===== src/rtl/bdma_pkg.sv =====
package bdma_pkg;
  typedef enum logic [1:0] {
    ST_IDLE = 2'd0,
    ST_REQ  = 2'd1,
    ST_ACK  = 2'd2,
    ST_LOW  = 2'd3
  } dmaState_t;

  // Control-to-datapath strobes
  typedef struct packed {
    logic capture;   // buffer access granted this cycle: move byte, step pointers
    logic ackPhase;  // acknowledge cycle toward the controller
  } dmaStrobe_t;
endpackage


===== src/rtl/bdma_ctrl.sv =====
module bdma_ctrl
  import bdma_pkg::*;
(
  input  logic       clk,
  input  logic       rstN,
  input  logic       ctlResetN,
  input  logic       drq,
  input  logic       busGrant,
  output logic       busReq,
  output logic       dack,
  output dmaStrobe_t strobe
);
  dmaState_t state, stateNext;

  always_comb begin
    stateNext = state;
    unique case (state)
      ST_IDLE: if (drq) stateNext = ST_REQ;
      ST_REQ:  if (busGrant) stateNext = ST_ACK;
      ST_ACK:  stateNext = ST_LOW;
      ST_LOW:  if (!drq) stateNext = ST_IDLE;
      default: stateNext = ST_IDLE;
    endcase
    if (!ctlResetN) stateNext = ST_IDLE;
  end

  always_ff @(posedge clk or negedge rstN) begin
    if (!rstN) state <= ST_IDLE;
    else       state <= stateNext;
  end

  assign busReq          = (state == ST_REQ) && ctlResetN;
  assign dack            = (state == ST_ACK);
  assign strobe.capture  = busReq && busGrant;
  assign strobe.ackPhase = dack;

  // acknowledge only follows a granted access
  p_ack_after_grant_r7: assert property (@(posedge clk) disable iff (!rstN)
    $rose(dack) |-> $past(busReq && busGrant));
  // request is held until granted or cancelled
  p_req_hold_r7: assert property (@(posedge clk) disable iff (!rstN)
    (busReq && !busGrant && ctlResetN) |=> (busReq || !ctlResetN));
  // hold input clears the engine
  p_idle_in_hold_r8: assert property (@(posedge clk) disable iff (!rstN)
    !ctlResetN |=> (!busReq && !dack));
  // acknowledge is a single-cycle pulse per request
  p_one_ack_r10: assert property (@(posedge clk) disable iff (!rstN)
    dack |=> !dack);
endmodule


===== src/rtl/bdma_path.sv =====
module bdma_path
  import bdma_pkg::*;
#(
  parameter int ADDR_W = 16,
  parameter int BYTE_W = 8,
  parameter int LANES  = 4,
  localparam int LANE_W = $clog2(LANES),
  localparam int WORD_W = BYTE_W * LANES,
  localparam int WADR_W = ADDR_W - LANE_W
)(
  input  logic              clk,
  input  logic              rstN,
  input  logic              regWrEn,
  input  logic              regSel,
  input  logic [ADDR_W-1:0] regWrData,
  input  logic              sendMode,
  input  dmaStrobe_t        strobe,
  input  logic [BYTE_W-1:0] dataFromCtl,
  input  logic [WORD_W-1:0] bufRdData,
  output logic [ADDR_W-1:0] addrOut,
  output logic [ADDR_W-1:0] countOut,
  output logic [BYTE_W-1:0] dataToCtl,
  output logic              eop,
  output logic [WADR_W-1:0] bufWordAddr,
  output logic [LANES-1:0]  bufByteEn,
  output logic [WORD_W-1:0] bufWrData
);
  logic [ADDR_W-1:0] addrReg, countReg;
  logic [BYTE_W-1:0] rdLatch;
  logic              eopFlag;
  logic [LANE_W-1:0] lane;
  logic [BYTE_W-1:0] laneBytes [LANES];
  logic              loadAddr, loadCount;

  assign lane        = addrReg[LANE_W-1:0];
  assign bufWordAddr = addrReg[ADDR_W-1:LANE_W];
  assign loadAddr    = regWrEn && !regSel;
  assign loadCount   = regWrEn && regSel;

  // Lane 0 is the most significant byte of the word
  for (genvar g = 0; g < LANES; g++) begin : gLane
    assign bufByteEn[LANES-1-g]          = (lane == LANE_W'(g));
    assign bufWrData[g*BYTE_W +: BYTE_W] = dataFromCtl;
    assign laneBytes[g]                  = bufRdData[(LANES-1-g)*BYTE_W +: BYTE_W];
  end

  always_ff @(posedge clk or negedge rstN) begin
    if (!rstN) begin
      addrReg  <= '0;
      countReg <= '0;
      rdLatch  <= '0;
      eopFlag  <= 1'b0;
    end else begin
      if (loadAddr)              addrReg  <= regWrData;
      else if (strobe.capture)   addrReg  <= addrReg + 1'b1;
      if (loadCount)             countReg <= regWrData;
      else if (strobe.capture)   countReg <= countReg - 1'b1;
      if (strobe.capture) begin
        rdLatch <= laneBytes[lane];
        eopFlag <= sendMode && (countReg == '0);
      end
    end
  end

  assign addrOut   = addrReg;
  assign countOut  = countReg;
  assign dataToCtl = rdLatch;
  assign eop       = eopFlag && strobe.ackPhase;

  // pointer and counter step once per moved byte
  p_addr_step_r4: assert property (@(posedge clk) disable iff (!rstN)
    (strobe.capture && !loadAddr) |=> (addrReg == $past(addrReg) + 1'b1));
  p_count_step_r4: assert property (@(posedge clk) disable iff (!rstN)
    (strobe.capture && !loadCount) |=> (countReg == $past(countReg) - 1'b1));
  // end flag only in send direction
  p_eop_send_only_r5: assert property (@(posedge clk) disable iff (!rstN)
    eop |-> $past(sendMode));
  // exactly one byte lane enabled
  p_one_lane_r2: assert property (@(posedge clk) disable iff (!rstN)
    $onehot0(bufByteEn) && ($countones(bufByteEn) == 1));
endmodule


===== src/rtl/byte_dma_engine.sv =====
module byte_dma_engine
  import bdma_pkg::*;
#(
  parameter int ADDR_W = 16,
  parameter int BYTE_W = 8,
  parameter int LANES  = 4,
  localparam int LANE_W = $clog2(LANES),
  localparam int WORD_W = BYTE_W * LANES,
  localparam int WADR_W = ADDR_W - LANE_W
)(
  input  logic              clk,
  input  logic              rstN,
  input  logic              regWrEn,
  input  logic              regSel,
  input  logic [ADDR_W-1:0] regWrData,
  output logic [ADDR_W-1:0] addrOut,
  output logic [ADDR_W-1:0] countOut,
  input  logic              ctlSend,
  input  logic              ctlResetN,
  input  logic              drq,
  output logic              dack,
  output logic              eop,
  input  logic [BYTE_W-1:0] dataFromCtl,
  output logic [BYTE_W-1:0] dataToCtl,
  output logic              busReq,
  input  logic              busGrant,
  output logic [WADR_W-1:0] bufWordAddr,
  output logic              bufWrite,
  output logic [LANES-1:0]  bufByteEn,
  output logic [WORD_W-1:0] bufWrData,
  input  logic [WORD_W-1:0] bufRdData
);
  dmaStrobe_t strobe;

  bdma_ctrl uCtrl (
    .clk       (clk),
    .rstN      (rstN),
    .ctlResetN (ctlResetN),
    .drq       (drq),
    .busGrant  (busGrant),
    .busReq    (busReq),
    .dack      (dack),
    .strobe    (strobe)
  );

  bdma_path #(.ADDR_W(ADDR_W), .BYTE_W(BYTE_W), .LANES(LANES)) uPath (
    .clk         (clk),
    .rstN        (rstN),
    .regWrEn     (regWrEn),
    .regSel      (regSel),
    .regWrData   (regWrData),
    .sendMode    (ctlSend),
    .strobe      (strobe),
    .dataFromCtl (dataFromCtl),
    .bufRdData   (bufRdData),
    .addrOut     (addrOut),
    .countOut    (countOut),
    .dataToCtl   (dataToCtl),
    .eop         (eop),
    .bufWordAddr (bufWordAddr),
    .bufByteEn   (bufByteEn),
    .bufWrData   (bufWrData)
  );

  assign bufWrite = busReq && !ctlSend;
endmodule


===== config.mk =====
export PLATFORM = sky130hd
export DESIGN_NAME = byte_dma_engine
export DESIGN_NICKNAME = d
export VERILOG_FILES = /design/src/rtl/bdma_pkg.sv /design/src/rtl/bdma_ctrl.sv /design/src/rtl/bdma_path.sv /design/src/rtl/byte_dma_engine.sv
export SDC_FILE = /design/constraint.sdc
export NUM_CORES = 1
export LEC_CHECK = 0
export CAP_MARGIN = 20
export CORE_MARGIN = 5
export CORE_UTILIZATION = 40
export DETAILED_ROUTE_END_ITERATION = 16
export GPL_TIMING_DRIVEN = 0
export PLACE_DENSITY = 0.82
export SLEW_MARGIN = 40
export SYNTH_ARGS = -nofsm -noshare
export SYNTH_HDL_FRONTEND = slang
export SYNTH_SLANG_ARGS = --single-unit

===== constraint.sdc =====
create_clock -name clk -period 2.76 [get_ports clk]
set_clock_uncertainty 0.05 [all_clocks]
set_input_delay 0.276 -clock clk [delete_from_list [all_inputs] [get_ports clk]]
set_output_delay 0.276 -clock clk [all_outputs]
set_load 0.005 [all_outputs]

==> summary.txt, run 1 <==
Outcome
  – Status: complete, no violations

Drt
  – Detailed-router iteration count before antenna repair: 4
  – Avg Vias per Cell: 5.07
  – WL per Instance: 15.4 µm
  – Detail Route Antenna Nets: 0
  – Vias: 2,953
  – DRC violations left: 0
  – DRT iter0 DRCs: 252
  – DRT Wirelength: 8990 µm

Power and ir drop
  – Power share of the clock group: 0.153
  – Comb pwr share: 0.482
  – Switch Pwr: 887 µW
  – Internal power: 1720 µW
  – Flop pwr share: 0.365
  – Sw Share: 0.341
  – PwrDens: 557 nW/µm²
  – Worst vdd ir: 423 µV
  – Leak pwr: 0.00189 µW

Layout
  – Area Overhead vs Synth: 59.2%
  – Share of cells above drive strength 1: 0.149
  – Layout Cells excl Fill: 582
  – Antenna fix cells: 0
  – Filler cells: 628
  – Final nets: 555
  – Fin util: 0.648

Timing
  – Tmin final: 2.35 ns
  – Worst-Margin Slew: 0.649 ns
  – RSZ-0062 raised after global routing: false
  – Setup TNS: 0 ns
  – Max_slew headroom: 0.564
  – Final setup margin: 0.410 ns
  – Fin. max-slew vios: 0
  – Final setup vio count: 0
  – Hold Vio Cnt, Final: 0
  – Final critical-path share of the clock period: 0.851
  – Worst hold slack: 0.380 ns
  – Highest Clock Rate: 426 MHz

Die
  – Rows: 31
  – I/O pins: 158
  – Die W: 95.7 µm
  – Initial core utilization: 0.407
  – DIE HEIGHT: 95.7 µm
  – Die Area: 9150 µm²
  – Core outline area: 7210 µm²

Synthesis
  – Top FF cell, synth: dfrtp_1
  – Ys async rst share: 1.00
  – Post-synthesis cell count: 324
  – Synth unique cells: 44
  – Most frequent cell after synthesis: nand2_1
  – Post-synthesis sequential area ratio: 0.367
  – Post-synth EDFFs: 0
  – List of most frequent post-synthesis cells: 57 x nand2_1, 46 x buf_4, 43 x dfrtp_1
  – Synth warn: 0
  – Post-synth top area share: 0.367
  – Post-synth design cell area: 2940 µm²
  – Yosys top cell by area: dfrtp_1
  – Mean post-synth cell area: 9.06 µm²
  – Number of synthesized register bits: 43
  – Post-Syn Nets: 397
  – Area contributors post-synth: dfrtp_1 37%, buf_4 12%, nand2_1 7.3%

Hold path
  – Hold Path Class: primary input to async pin

Critical path
  – WS Path Type: flip-flop to flip-flop
  – Crit-path max FO: 8
  – Crit path DAT: 2.51 ns
  – Worst Path Required: 2.92 ns
  – CP Capture Type: flip-flop
  – Setup crit start kind: flip-flop

Placement
  – Detail Placement HPWL: 7190 µm
  – Placed insts: 573
  – PortBufs: 149
  – Post-Place Worst Slack: 0.329 ns
  – Routability cong.: 0.808

Clocking
  – Clock Tree Root: clkbuf_8
  – Post-CTS Setup Bufs: 0
  – Clk pin slew, worst setup/hold paths: 0.09 ns
  – Clock Path Buffers: 2
  – CTS Buf Count: 5
  – Post-CTS Hold Buffers: 1
  – Clock Sinks: 43
  – Post-CTS sizing: 0
  – CTS tree: yes
  – H-tree levels: 2
  – Worst skew pair latency: 0.30 ns

Global route
  – Largest net degree at the start of global routing: 23
  – Vias in the first global route: 3,001
  – GRT Overall Usage: 0.194
  – Initial antenna violation count: 0
  – Global-route wire length before repair: 14,000 µm
  – Congestion Overflow GR: 0

Flow run
  – Max-Cap Viols: 0
==> worst paths after layout <==
path                               startpoint                  to  slack [ns]  cells after the start
setup reg to reg               uCtrl.state[1]  uPath.countOut[14]        0.41                      7
max in group asynchronous                rstN    uPath.addrOut[4]        1.85                      3
hold reg to reg            uPath.dataToCtl[4]  uPath.dataToCtl[4]        0.43                      2
min in group clk           uPath.dataToCtl[4]  uPath.dataToCtl[4]        0.43                      2
setup / recovery               uCtrl.state[1]  uPath.countOut[14]        0.41                      7
hold / removal                           rstN  uPath.countOut[13]        0.38                      2
==> routing by layer <==
metal	GRT usage	routed length (µm)
met1	0.229	3480
met2	0.343	4610
met3	0.0647	819
met4	0.0391	72
met5	0	0
==> flip-flops by register name, summed over array words and instances, names as in the netlist <==
| register | cells |
|---|---|
| uPath.addrOut | 16 |
| uPath.countOut | 16 |
| uPath.dataToCtl | 8 |
| uCtrl.state | 2 |
| uPath.eopFlag | 1 |
==> kinds of logic after synthesis <==
| family | share of synthesized area |
|---|---|
| AO/OA/AOI/OAI | 0.0870 |
| XOR/XNOR | 0.0656 |
| adder cells (fa/ha/maj) | 0.0384 |
| buffers and inverters | 0.142 |
| flip-flops | 0.367 |
| multiplexers | 0.0716 |
| AND/OR/NAND/NOR | 0.228 |
==> layout make-up <==
| type | instances | area (µm²) | area share |
|---|---|---|---|
| buffer | 57 | 389 | 0.0833 |
| multi-input combinational | 216 | 1440 | 0.309 |
| sequential | 43 | 1080 | 0.230 |
| tap | 99 | 124 | 0.0265 |
| clock buffer | 6 | 72.6 | 0.0155 |
| inverter | 8 | 30.0 | 0.00643 |
| timing repair buffer | 151 | 1530 | 0.327 |
| clock inverter | 2 | 12.5 | 0.00268 |
==> power by group through the flow <==
stage               registers, µW  logic [µW]  clock network [µW]
global placement              951        1220                   0
global route                  975        1380                 435
CTS                           949        1270                 403
finish                        950        1260                 398
floorplan                     939         581                   0
detailed placement            961        1260                   0
==> cells in the final DEF (no fill, tap or decap), types with 2 or more instances in the layout <==
master             n
clkdlybuf4s50_1  148
nand2_1           57
buf_4             47
dfrtp_1           43
o21ai_0           28
nor2_1            13
xor2_1            12
nand3_1           10
nand4_1           10
xnor2_1           10
clkbuf_1           9
ha_1               9
inv_1              8
mux4_2             8
nor4_1             6
a31oi_1            6
nor3_1             5
clkbuf_8           5
nor2b_1            4
and3_1             3
mux2i_1            3
and2_1             2
or4_4              2
or4_1              2
or3_1              2
o41ai_1            2
nand2b_1           2
a21oi_1            2
or2_2              2
and4_1             2
==> per-stage QoR <==
stage / total power (µW) / instance area (µm²)
floorplan: 1520 / 2940
finish: 2600 / 4670
CTS: 2620 / 4670
global route: 2790 / 4670
detailed placement: 2220 / 4580
global placement: 2170 / 4550
==> worst max-delay path, cell delays in order, from the launching register on <==
cell and delay [ns]:
dfrtp_1 0.42, inv_1 0.09, ha_1 0.28, and4b_1 0.22, clkbuf_1 0.26, nand3_1 0.23, or4_1 0.53, a31oi_1 0.19
No activity file was read; power rests on OpenSTA's default activity.
==> run 2: changes to the inputs <==
--- a/config.mk
+++ b/config.mk
@@ -6,6 +6,7 @@
 export NUM_CORES = 1
 export LEC_CHECK = 0
 export CAP_MARGIN = 20
+export CORE_ASPECT_RATIO = 2
 export CORE_MARGIN = 5
 export CORE_UTILIZATION = 40
 export DETAILED_ROUTE_END_ITERATION = 16
==> summary.txt, run 2 (synthesis gave the netlist of run 1 again) <==
Drt
  – Avg Vias per Cell: 5.13
  – WL per Instance: 16.0 µm
  – Detailed-router iteration count before antenna repair: 4
  – DRC violations left: 0
  – DRT Wirelength: 9180 µm
  – Vias: 2,935
  – DRT iter0 DRCs: 137
  – Detail Route Antenna Nets: 0

Clocking
  – Post-CTS sizing: 0
  – Clock Path Buffers: 2
  – CTS tree: yes
  – Clock Tree Root: clkbuf_16
  – H-tree levels: 2
  – CTS Buf Count: 5
  – Clk pin slew, worst setup/hold paths: 0.06 ns
  – Worst skew pair latency: 0.29 ns
  – Clock Sinks: 43

Global route
  – Vias in the first global route: 3,214
  – Global-route wire length before repair: 15,200 µm
  – Initial antenna violation count: 0
  – GRT Overall Usage: 0.202
  – Congestion Overflow GR: 0
  – Largest net degree at the start of global routing: 44

Die
  – DIE HEIGHT: 131 µm
  – Die Area: 9260 µm²
  – Core outline area: 7210 µm²
  – Initial core utilization: 0.407
  – I/O pins: 158
  – Die W: 70.6 µm
  – Rows: 44

Critical path
  – Reg2Reg Capture Point: uPath.countOut[14]
  – CP delay by family, top: simple AND/OR/NAND/NOR gates
  – CP Capture Type: flip-flop
  – WS Path Type: flip-flop to flip-flop
  – Setup crit start kind: flip-flop
  – Max stage delay on crit path: 0.52 ns
  – Worst Path Required: 2.92 ns
  – Worst path bufs/invs: 2
  – Crit-path max FO: 8
  – Cell Chain, Critical Path: inv_1, ha_1, and4b_1, clkbuf_1, nand3_1, or4_1, a31oi_1
  – Crit path DAT: 2.52 ns
  – Flop-to-flop setup slack: 0.40 ns
  – Reg2reg start: uCtrl.state[1]
  – Slowest CP cell: or4_1
  – Worst reg2reg path depth: 7

Hold path
  – Hold Path Stages: 2
  – HP Start: uPath.dataToCtl[4]
  – Hold EP: uPath.dataToCtl[4]
  – Hold Path Class: flip-flop to flip-flop

Power and ir drop
  – Worst vdd ir: 458 µV
  – PwrDens: 589 nW/µm²
  – Flop pwr share: 0.345
  – Sw Share: 0.325
  – Switch Pwr: 895 µW
  – Comb pwr share: 0.454
  – Total power: 2760 µW
  – Leak pwr: 0.00190 µW
  – Power share of the clock group: 0.201
  – Internal power: 1860 µW

Timing
  – RSZ-0062 raised after global routing: false
  – Max_slew headroom: 0.498
  – Setup TNS: 0 ns
  – Tmin final: 2.36 ns
  – Fin. max-slew vios: 0
  – Highest Clock Rate: 423 MHz
  – Final critical-path share of the clock period: 0.856
  – Hold Vio Cnt, Final: 0
  – Final setup vio count: 0
  – Worst-Margin Slew: 0.747 ns

Layout
  – Storage element area: 1080 µm²
  – Share of cells above drive strength 1: 0.144
  – Most frequent cells in the layout: 148 x clkdlybuf4s50_1, 57 x nand2_1, 47 x buf_4
  – Fin util: 0.649
  – Most common cell after layout, fill and taps aside: clkdlybuf4s50_1
  – Multi-input gate area: 1440 µm²
  – Final nets: 554
  – Area Overhead vs Synth: 59.4%
  – Fin area: 4680 µm²
  – Filler cells: 603
  – Antenna fix cells: 0

Placement
  – PortBufs: 149
  – Routability cong.: 0.830
  – Detail Placement HPWL: 7520 µm
  – Cell Area, Placed: 4540 µm²

Flow run
  – Max-Cap Viols: 0

Outcome
  – Status: complete, no violations
run 2: cell count changes in the layout (fill, tap and decap cells not counted):
cell        change
clkbuf_8        -5
buf_16          -1
clkinv_2        -1
clkbuf_16       +5
clkinvlp_4      -1
run 2: worst reg2reg max path, delay by kind of cell, from the launching register on:
kind            cells  cell delay, ns
compound gates      1            0.16
fa+ha+maj           1            0.33
buf+inv             2            0.33
flops               1            0.42
simple gates        3            0.99
run 2: how the worst max path moves through the flow:
stage	endpoint	slack, ns	startpoint	cells after the start
4_1_cts	bufByteEn[3]	0.14	uPath.addrOut[0]	4
3_5_place_dp	uPath.countOut[14]	0.30	ctlResetN	6
6_report	uPath.countOut[14]	0.40	uCtrl.state[1]	7
3_3_place_gp	uPath.addrOut[13]	0.23	rstN	1
2_1_floorplan	uPath.countOut[14]	0.77	uCtrl.state[1]	7
5_1_grt	uPath.countOut[14]	0.24	uCtrl.state[1]	7
run 2: per-layer routing:
layer / routed length, µm / track usage / up-vias
li1: - / - / 1400
met1: 3110 / 0.198 / 1391
met2: 5090 / 0.383 / 127
met3: 761 / 0.0612 / 17
met4: 218 / 0.0785 / 0
met5: 0 / 0 / -
run 2: through the flow:
| step | cells | hold slack, ns | worst slack (ns) |
|---|---|---|---|
| floorplan | 324 | -0.0696 | 0.766 |
| global placement | 565 | 0.410 | 0.228 |
| detailed placement | 565 | 0.255 | 0.296 |
| CTS | 572 | 0.425 | 0.141 |
| global route | 572 | 0.451 | 0.240 |
| finish | 572 | 0.422 | 0.397 |
run 2: layout make-up:
| type | instances | share of cell area |
|---|---|---|
| timing repair buffer | 150 | 0.320 |
| multi-input combinational | 216 | 0.308 |
| sequential | 43 | 0.230 |
| buffer | 57 | 0.0832 |
| clock buffer | 6 | 0.0275 |
| tap | 92 | 0.0246 |
| inverter | 8 | 0.00642 |
run 2: power groups by stage:
stage               registers, µW  clock network, µW  logic [µW]
global route                  977                584        1380
finish                        952                555        1250
floorplan                     939                  0         581
detailed placement            961                  0        1260
CTS                           952                565        1270
global placement              952                  0        1240
run 2: timing repair:
action / CTS / global route
hold buffers: 1 / 0
buffers inserted: 0 / 0
endpoints found under the hold margin: 43 / 0
==> run 3: changes to the inputs <==
--- a/config.mk
+++ b/config.mk
@@ -9,6 +9,7 @@
 export CORE_ASPECT_RATIO = 2
 export CORE_MARGIN = 5
 export CORE_UTILIZATION = 40
+export CTS_CLUSTER_DIAMETER = 150
 export DETAILED_ROUTE_END_ITERATION = 16
 export GPL_TIMING_DRIVEN = 0
 export PLACE_DENSITY = 0.82
==> results of run 3 <==
Same layout as run 2: the final DEF is identical, and so are final timing and power.
